`config.mk`:
```
export PLATFORM = sky130hd
export DESIGN_NAME = scl_timing_gen
export DESIGN_NICKNAME = d
export VERILOG_FILES = /design/src/rtl/scl_timing_pkg.sv /design/src/rtl/scl_phase_timer.sv /design/src/rtl/scl_field_hold.sv /design/src/rtl/scl_timing_gen.sv
export SDC_FILE = /design/constraint.sdc
export NUM_CORES = 1
export LEC_CHECK = 0
export CAP_MARGIN = 30
export CORE_UTILIZATION = 60
export DETAILED_ROUTE_END_ITERATION = 6
export DONT_BUFFER_PORTS = 1
export PLACE_DENSITY = 0.76
export SKIP_LAST_GASP = 1
export SLEW_MARGIN = 5
export SYNTH_ARGS = -nofsm -noshare
export SYNTH_HDL_FRONTEND = slang
export SYNTH_SLANG_ARGS = --single-unit
```
`constraint.sdc`:
```
create_clock -name clk -period 2.65 [get_ports clk]
set_input_delay 0.265 -clock clk [delete_from_list [all_inputs] [get_ports clk]]
set_output_delay 0.265 -clock clk [all_outputs]
set_load 0.02 [all_outputs]
```
`src/rtl/scl_timing_pkg.sv`:
```
package scl_timing_pkg;

  // Every count unit stands for 2**PRESCALE_BITS peripheral clocks.
  localparam int PRESCALE_BITS = 3;

  typedef enum logic [1:0] {
    PH_IDLE = 2'd0,
    PH_LOW  = 2'd1,
    PH_HIGH = 2'd2
  } scl_phase_e;

endpackage

```
`src/rtl/scl_phase_timer.sv`:
```
module scl_phase_timer
  import scl_timing_pkg::*;
#(
  parameter int DIV_W = 8
) (
  input  logic             clk,
  input  logic             rst_n,
  input  logic             clear_i,
  input  logic             hold_i,
  input  logic [DIV_W-1:0] limit_i,
  output logic             last_o
);

  localparam int CNT_W = DIV_W + PRESCALE_BITS;

  logic [CNT_W-1:0] cnt_q;
  logic [CNT_W-1:0] term;

  // The terminal value is the count unit with all prescale bits set. The
  // result is 8*(limit+1) cycles per phase, and no separate prescaler is needed.
  assign term   = {limit_i, {PRESCALE_BITS{1'b1}}};
  assign last_o = (cnt_q == term);

  always_ff @(posedge clk) begin
    if (!rst_n)          cnt_q <= '0;
    else if (clear_i)    cnt_q <= '0;
    else if (!hold_i)    cnt_q <= last_o ? '0 : cnt_q + 1'b1;
  end

  AST_HOLD_FREEZES: assert property (@(posedge clk) disable iff (!rst_n)
    (hold_i && !clear_i) |=> $stable(cnt_q));

  AST_CNT_BOUND: assert property (@(posedge clk) disable iff (!rst_n)
    !clear_i |-> (cnt_q <= term));

endmodule

```
`src/rtl/scl_field_hold.sv`:
```
module scl_field_hold #(
  parameter int DIV_W = 8
) (
  input  logic             clk,
  input  logic             rst_n,
  input  logic             load_i,
  input  logic [DIV_W-1:0] low_i,
  input  logic [DIV_W-1:0] high_i,
  output logic [DIV_W-1:0] low_o,
  output logic [DIV_W-1:0] high_o
);

  always_ff @(posedge clk) begin
    if (!rst_n) begin
      low_o  <= '0;
      high_o <= '0;
    end else if (load_i) begin
      low_o  <= low_i;
      high_o <= high_i;
    end
  end

  AST_FIELDS_FROZEN: assert property (@(posedge clk) disable iff (!rst_n)
    !load_i |=> ($stable(low_o) && $stable(high_o)));

endmodule

```
`src/rtl/scl_timing_gen.sv`:
```
module scl_timing_gen
  import scl_timing_pkg::*;
#(
  parameter int DIV_W = 8
) (
  input  logic             clk,
  input  logic             rst_n,
  input  logic             enable_i,
  input  logic [DIV_W-1:0] low_cnt_i,
  input  logic [DIV_W-1:0] high_cnt_i,
  input  logic             scl_sense_i,
  output logic             scl_pull_low_o,
  output logic             low_phase_o,
  output logic             high_phase_o,
  output logic             rise_stb_o,
  output logic             fall_stb_o
);

  scl_phase_e       ph_q, ph_d;
  logic [DIV_W-1:0] low_q, high_q, limit;
  logic             t_last, t_clear, stretch, period_start;

  // A slave holds SCL low during the high phase: the count pauses.
  assign stretch = (ph_q == PH_HIGH) && !scl_sense_i;

  // A new period starts on entry to the low phase, either from idle or at the end of a high phase.
  assign period_start = enable_i &&
                        ((ph_q == PH_IDLE) ||
                         ((ph_q == PH_HIGH) && t_last && !stretch));

  assign limit   = (ph_q == PH_HIGH) ? high_q : low_q;
  assign t_clear = !enable_i || (ph_q == PH_IDLE);

  scl_field_hold #(.DIV_W(DIV_W)) u_fields (
    .clk    (clk),
    .rst_n  (rst_n),
    .load_i (period_start),
    .low_i  (low_cnt_i),
    .high_i (high_cnt_i),
    .low_o  (low_q),
    .high_o (high_q)
  );

  scl_phase_timer #(.DIV_W(DIV_W)) u_timer (
    .clk     (clk),
    .rst_n   (rst_n),
    .clear_i (t_clear),
    .hold_i  (stretch),
    .limit_i (limit),
    .last_o  (t_last)
  );

  always_comb begin
    ph_d = ph_q;
    if (!enable_i) begin
      ph_d = PH_IDLE;
    end else begin
      unique case (ph_q)
        PH_IDLE: ph_d = PH_LOW;
        PH_LOW:  if (t_last) ph_d = PH_HIGH;
        PH_HIGH: if (t_last && !stretch) ph_d = PH_LOW;
        default: ph_d = PH_IDLE;
      endcase
    end
  end

  always_ff @(posedge clk) begin
    if (!rst_n) ph_q <= PH_IDLE;
    else        ph_q <= ph_d;
  end

  assign scl_pull_low_o = (ph_q == PH_LOW);
  assign low_phase_o    = (ph_q == PH_LOW);
  assign high_phase_o   = (ph_q == PH_HIGH);
  assign rise_stb_o     = (ph_q == PH_LOW) && t_last;
  assign fall_stb_o     = (ph_q == PH_HIGH) && t_last && !stretch;

  AST_IDLE_RELEASED: assert property (@(posedge clk) disable iff (!rst_n)
    !enable_i |=> (!scl_pull_low_o && !high_phase_o && !rise_stb_o && !fall_stb_o));

  AST_START_LOW: assert property (@(posedge clk) disable iff (!rst_n)
    (enable_i && !low_phase_o && !high_phase_o) |=> scl_pull_low_o);

  AST_RISE_TO_HIGH: assert property (@(posedge clk) disable iff (!rst_n)
    (rise_stb_o && enable_i) |=> (high_phase_o && !scl_pull_low_o));

  AST_FALL_TO_LOW: assert property (@(posedge clk) disable iff (!rst_n)
    (fall_stb_o && enable_i) |=> scl_pull_low_o);

  AST_STRETCH_KEEPS_HIGH: assert property (@(posedge clk) disable iff (!rst_n)
    (high_phase_o && !scl_sense_i && enable_i) |=> high_phase_o);

endmodule

```
Word level (Yosys, flattened, before mapping)
Index checks and enable logic that the tools add are counted.

Input port bits: 20. Flip-flop bits (word level): 29. Word-level logic and storage cells: 31.

Bitwise gates (word level): 1. Reductions and logical operators: 15. Eq/ne operators: 5. Add/subtract/negate cells: 1. Multiplexer cells: 5.

Operators by type and width (count): $add 11x1->11 const B (1); $eq 11x11->1 (1); $mux 11 (1); $mux 8 (1); $logic_and 1x1->1 (6); $pmux 2 s3 (1); $mux 2 (2); $ne 2x1->1 const B (2); $reduce_and 2->1 (2); $logic_not 1->1 (3); $eq 2x1->1 const B (1); $eq 2x2->1 const B (1); $logic_not 2->1 (1); $logic_or 1x1->1 (2); $reduce_or 2->1 (1); $not 1->1 (1).

Longest topological paths before layout
Depth after elaboration: 7. Mapped depth: 9.

By module
A second synthesis with hierarchy kept.

Cell total of the unflattened synthesis: 161. Area total of the unflattened synthesis: 1475.2 um^2.

By module, submodules not included: scl_phase_timer (sequential area each 220.2 um^2, cells each 68, instances 1, area each 621.8 um^2); scl_field_hold (sequential area each 320.3 um^2, cells each 51, instances 1, area each 615.6 um^2); scl_timing_gen (sequential area each 40.0 um^2, cells each 42, instances 1, area each 237.7 um^2).

Worst setup path before layout
Ideal clock, no wire load.

Path type: flip-flop to output port. Start: register u_timer.cnt_q[3]. End: output fall_stb_o. Path buffers: 1. Arrival time: 2104 ps. Required time: 2385 ps. Stages on the path, launching flop included: 8. Slack: 281 ps. Cell sequence: dfxtp_1 > clkbuf_1 > xnor2_1 > o21ai_0 > or4_4 > a2111oi_4 > nand2_1 > nor2_1.

Word-level cells in the longest chain between the ends: 3.

Ends and longest elaborated chain: from (decl) (line scl_phase_timer.sv:16) `logic [CNT_W-1:0] cnt_q;`; from (signal assigned) (line scl_phase_timer.sv:27) `else if (!hold_i) cnt_q <= last_o ? '0 : cnt_q + 1'b1;`; $eq 11x11->1 (line scl_phase_timer.sv:22) `assign last_o = (cnt_q == term);`; $logic_and 1x1->1 (2 in a row) (line scl_timing_gen.sv:76) `assign fall_stb_o = (ph_q == PH_HIGH) && t_last && !stretch;`; to (decl) (line scl_timing_gen.sv:16) `output logic fall_stb_o`.

Every way passes these cells.

Final worst setup path
Start: register ph_q[0]. End: output fall_stb_o.

Word-level cells in the longest chain between the ends: 5.

Ends and longest elaborated chain: from (decl) (line scl_timing_gen.sv:19) `scl_phase_e ph_q, ph_d;`; from (signal assigned) (line scl_timing_gen.sv:69) `else ph_q <= ph_d;`; $eq 2x2->1 (*) (line scl_timing_gen.sv:24, scl_timing_gen.sv:31, scl_timing_gen.sv:76); $mux 8 (line scl_timing_gen.sv:31) `assign limit = (ph_q == PH_HIGH) ? high_q : low_q;`; $eq 11x11->1 (line scl_phase_timer.sv:22); $logic_and 1x1->1 (line scl_timing_gen.sv:76); $logic_and 1x1->1 (*) (line scl_timing_gen.sv:76).

Mark *: on every way between the ends. The rest lies on a longest branch, timed or not.

==> flow_metrics.tcl <==
set metrics [dict create \
    final_common_cell "nand2_1" \
    dp_hpwl_mm 2.35 \
    syn_area_mm2 0.00155 \
    multi_input_area_um2 900 \
    cts_buffers 5 \
    required_ps 2380 \
    synthArstFlopShare_pct 0 \
    drv_cap 0 \
    final_cell_mix "nand2_1 (43), dfxtp_1 (26), mux2i_1 (18)" \
    status "finished clean" \
    cts_tree "done" \
    coreArea_mm2 0.00245 \
    die_h_um 52.9 \
    gp_congestion 0.873 \
    io_buffers 0 \
    pwr-share-seq_pct 53.1 \
    via_per_inst 5.71 \
    final_core_util_pct 68.9 \
    ioPinCount 25 \
    leakage_nw 0.685 \
    nets 211 \
    synth_edf_count 0 \
    ff_latch_area_um2 587 \
    clk_pin_slew_worst_paths_ps 90 \
    p_clk_share_pct 39.1 \
    h-tree-depth 2 \
    total_power_w 0.000877 \
    die_area_mm2 0.00280 \
    wire_per_inst_um 15.0 \
    drc 0 \
    die_width_um 52.9 \
    period_needed_ps 2510 \
    seq_area_frac_synth_pct 37.4 \
    synth.avg_cell_area_um2 8.45 \
    final_hold_viol_count 0 \
    finalWirelength_mm 3.29 \
    grt_pass1_vias 1203 \
    routed-wl-met2_mm 1.62 \
    vdd.ir_drop.worst_mv 0.554 \
    power-per-cell-area_mw_per_mm2 519 \
    yosysUniqueCellTypes 37 \
    clk_latency_ps 330 \
    syn_inst 184 \
    finalSetupViolCount 0 \
    worstPathMaxFanout 8 \
    grtUsageTotal_pct 25.8 \
    finClkSkew_ps 6.12 \
    power_switching_w 0.000199 \
    max_freq_ghz 0.399 \
    wl_met3_um 173 \
    path_class "flop to output pin" \
    drtAntennaViolNets 0 \
    hp-class "input port to flop" \
    via_count 1256 \
    grt_max_degree 36 \
    period_share_pct 94.6 \
    internal-power_w 0.000678 \
    grt_pass1_wl_mm 5.15 \
    arrival_ps 2240 \
    tightest_slew_ps 365 \
    syn_to_final_growth_pct 8.78 \
    cp-start-kind "flop" \
    maxSlewViolCount 0 \
    antenna_found_initial 0 \
    first_iter_violations 27 \
    ys.warnings.count 0 \
    instances_no_fill 220 \
    rows 18 \
    antennaDiodeCount 0 \
    dr.pass1.iters 4 \
    comb_power_share_pct 7.8 \
    clockRootBuffer "clkbuf_4" \
    maxSlewHeadroom_pct 75.6 \
    switching_share_pct 22.7 \
    initial_utilization_pct 63.3 \
    clockBufferDepth 2 \
    drive_gt1_share_pct 14.2 \
    syn-num-nets 205 \
    drt-met1-wl_mm 1.46 \
    ys_ff_latch 29 \
    synth-main-ff-cell "dfxtp_1" \
    endpoint_kind "output pin" \
    topRoutingLayerUsed "met4" \
    numClockSinks 29 \
    nFillCells 204 \
    dp_cells 210 \
    overflow 0 \
]
-- critical path: stages, from the launching register on --
cell and delay, ps:
dfxtp_4 380, nand2b_4 200, inv_2 50, or4_4 540, a2111oi_4 380, nand2_2 120, nor2_1 100, buf_4 140
-- sequential cells by signal, summed over array words and instances (netlist names) --
register,cells
u_timer.cnt_q,11
u_fields.low_o,8
u_fields.high_o,8
ph_q,2
-- stage by stage --
stage	hold WS (ps)	setup WS, ps	cell area, um2	setup TNS (ps)
final	59.9	144	1690	0
after CTS	51.3	15.4	1650	0
after global placement	406	222	1570	0
after global routing	40.2	-17.3	1690	-17.3
after detailed placement	409	150	1570	0
after floorplan	404	281	1550	0
-- routing by layer --
metal / GRT usage, % / vias up
li1: - / 633
met1: 30.8 / 584
met2: 41.1 / 34
met3: 7.76 / 5
met4: 13.6 / 0
met5: 0 / -
-- synthesized netlist by cell type (2+ instances only) --
cell type   n  area [um2]
and3_1      3        18.8
a21oi_1     3        15.0
nand4_1     2        12.5
inv_1       8        30.0
nor3_1      2        10.0
o211ai_1    4        30.0
nor2b_1     3        18.8
buf_4       2        15.0
nand2_1    44         165
mux2i_1    18         180
o22ai_1     2        12.5
xor2_1      7        61.3
nand3_1     2        10.0
clkbuf_1    5        18.8
a22o_1      2        17.5
nand3b_1    3        22.5
buf_6       2        22.5
nand2b_1    5        31.3
o2111ai_1   2        17.5
xnor2_1     5        43.8
nor2_1     16        60.1
dfxtp_1    29         581
-- worst paths after layout --
path / startpoint / endpoint / slack, ps / cells after the start
setup / recovery: ph_q[0]$_SDFFE_PN0P_ / fall_stb_o / 140 / 7
hold / removal: high_cnt_i[0] / u_fields.high_o[0]$_SDFFE_PN0P_ / 60 / 2
setup reg to reg: ph_q[0]$_SDFFE_PN0P_ / u_fields.low_o[6]$_SDFFE_PN0P_ / 330 / 8
hold reg to reg: u_fields.high_o[2]$_SDFFE_PN0P_ / u_fields.high_o[2]$_SDFFE_PN0P_ / 470 / 2
-- logic make-up after synthesis --
group,count (synthesis),synth area share (%)
buffers and inverters,18,5.80
muxes,18,11.6
and+or+nand+nor,85,25.7
DFF,29,37.4
AOI/OAI and AO/OA,21,12.0
adders and majority gates,1,0.805
xor gates and xnor gates,12,6.76
-- power groups by stage --
| stage | registers (W) | clock network, W | logic, W |
|---|---|---|---|
| final | 0.000466 | 0.000343 | 0.0000681 |
| after global routing | 0.000468 | 0.000373 | 0.0000748 |
| after CTS | 0.000466 | 0.000347 | 0.0000680 |
| after detailed placement | 0.000476 | 0 | 0.0000679 |
| after global placement | 0.000475 | 0 | 0.0000653 |
| after floorplan | 0.000471 | 0 | 0.0000663 |
-- cell type report --
class                           count  share of cell area (%)
Clock inverter                      2                    2.07
Sequential cell                    29                    34.7
Timing Repair Buffer                8                    3.55
Clock buffer                        5                    2.22
Tap cell                           30                    2.22
Inverter                            9                    2.00
Multi-Input combinational cell    137                    53.2
-- what timing repair did --
action                     CTS  global route
setup endpoints to repair    2             2
buffers inserted             1             2
gates resized for setup      1             7
pin swaps                    1             2
hold buffers                 0             0
(Power assumes the default switching activity.)
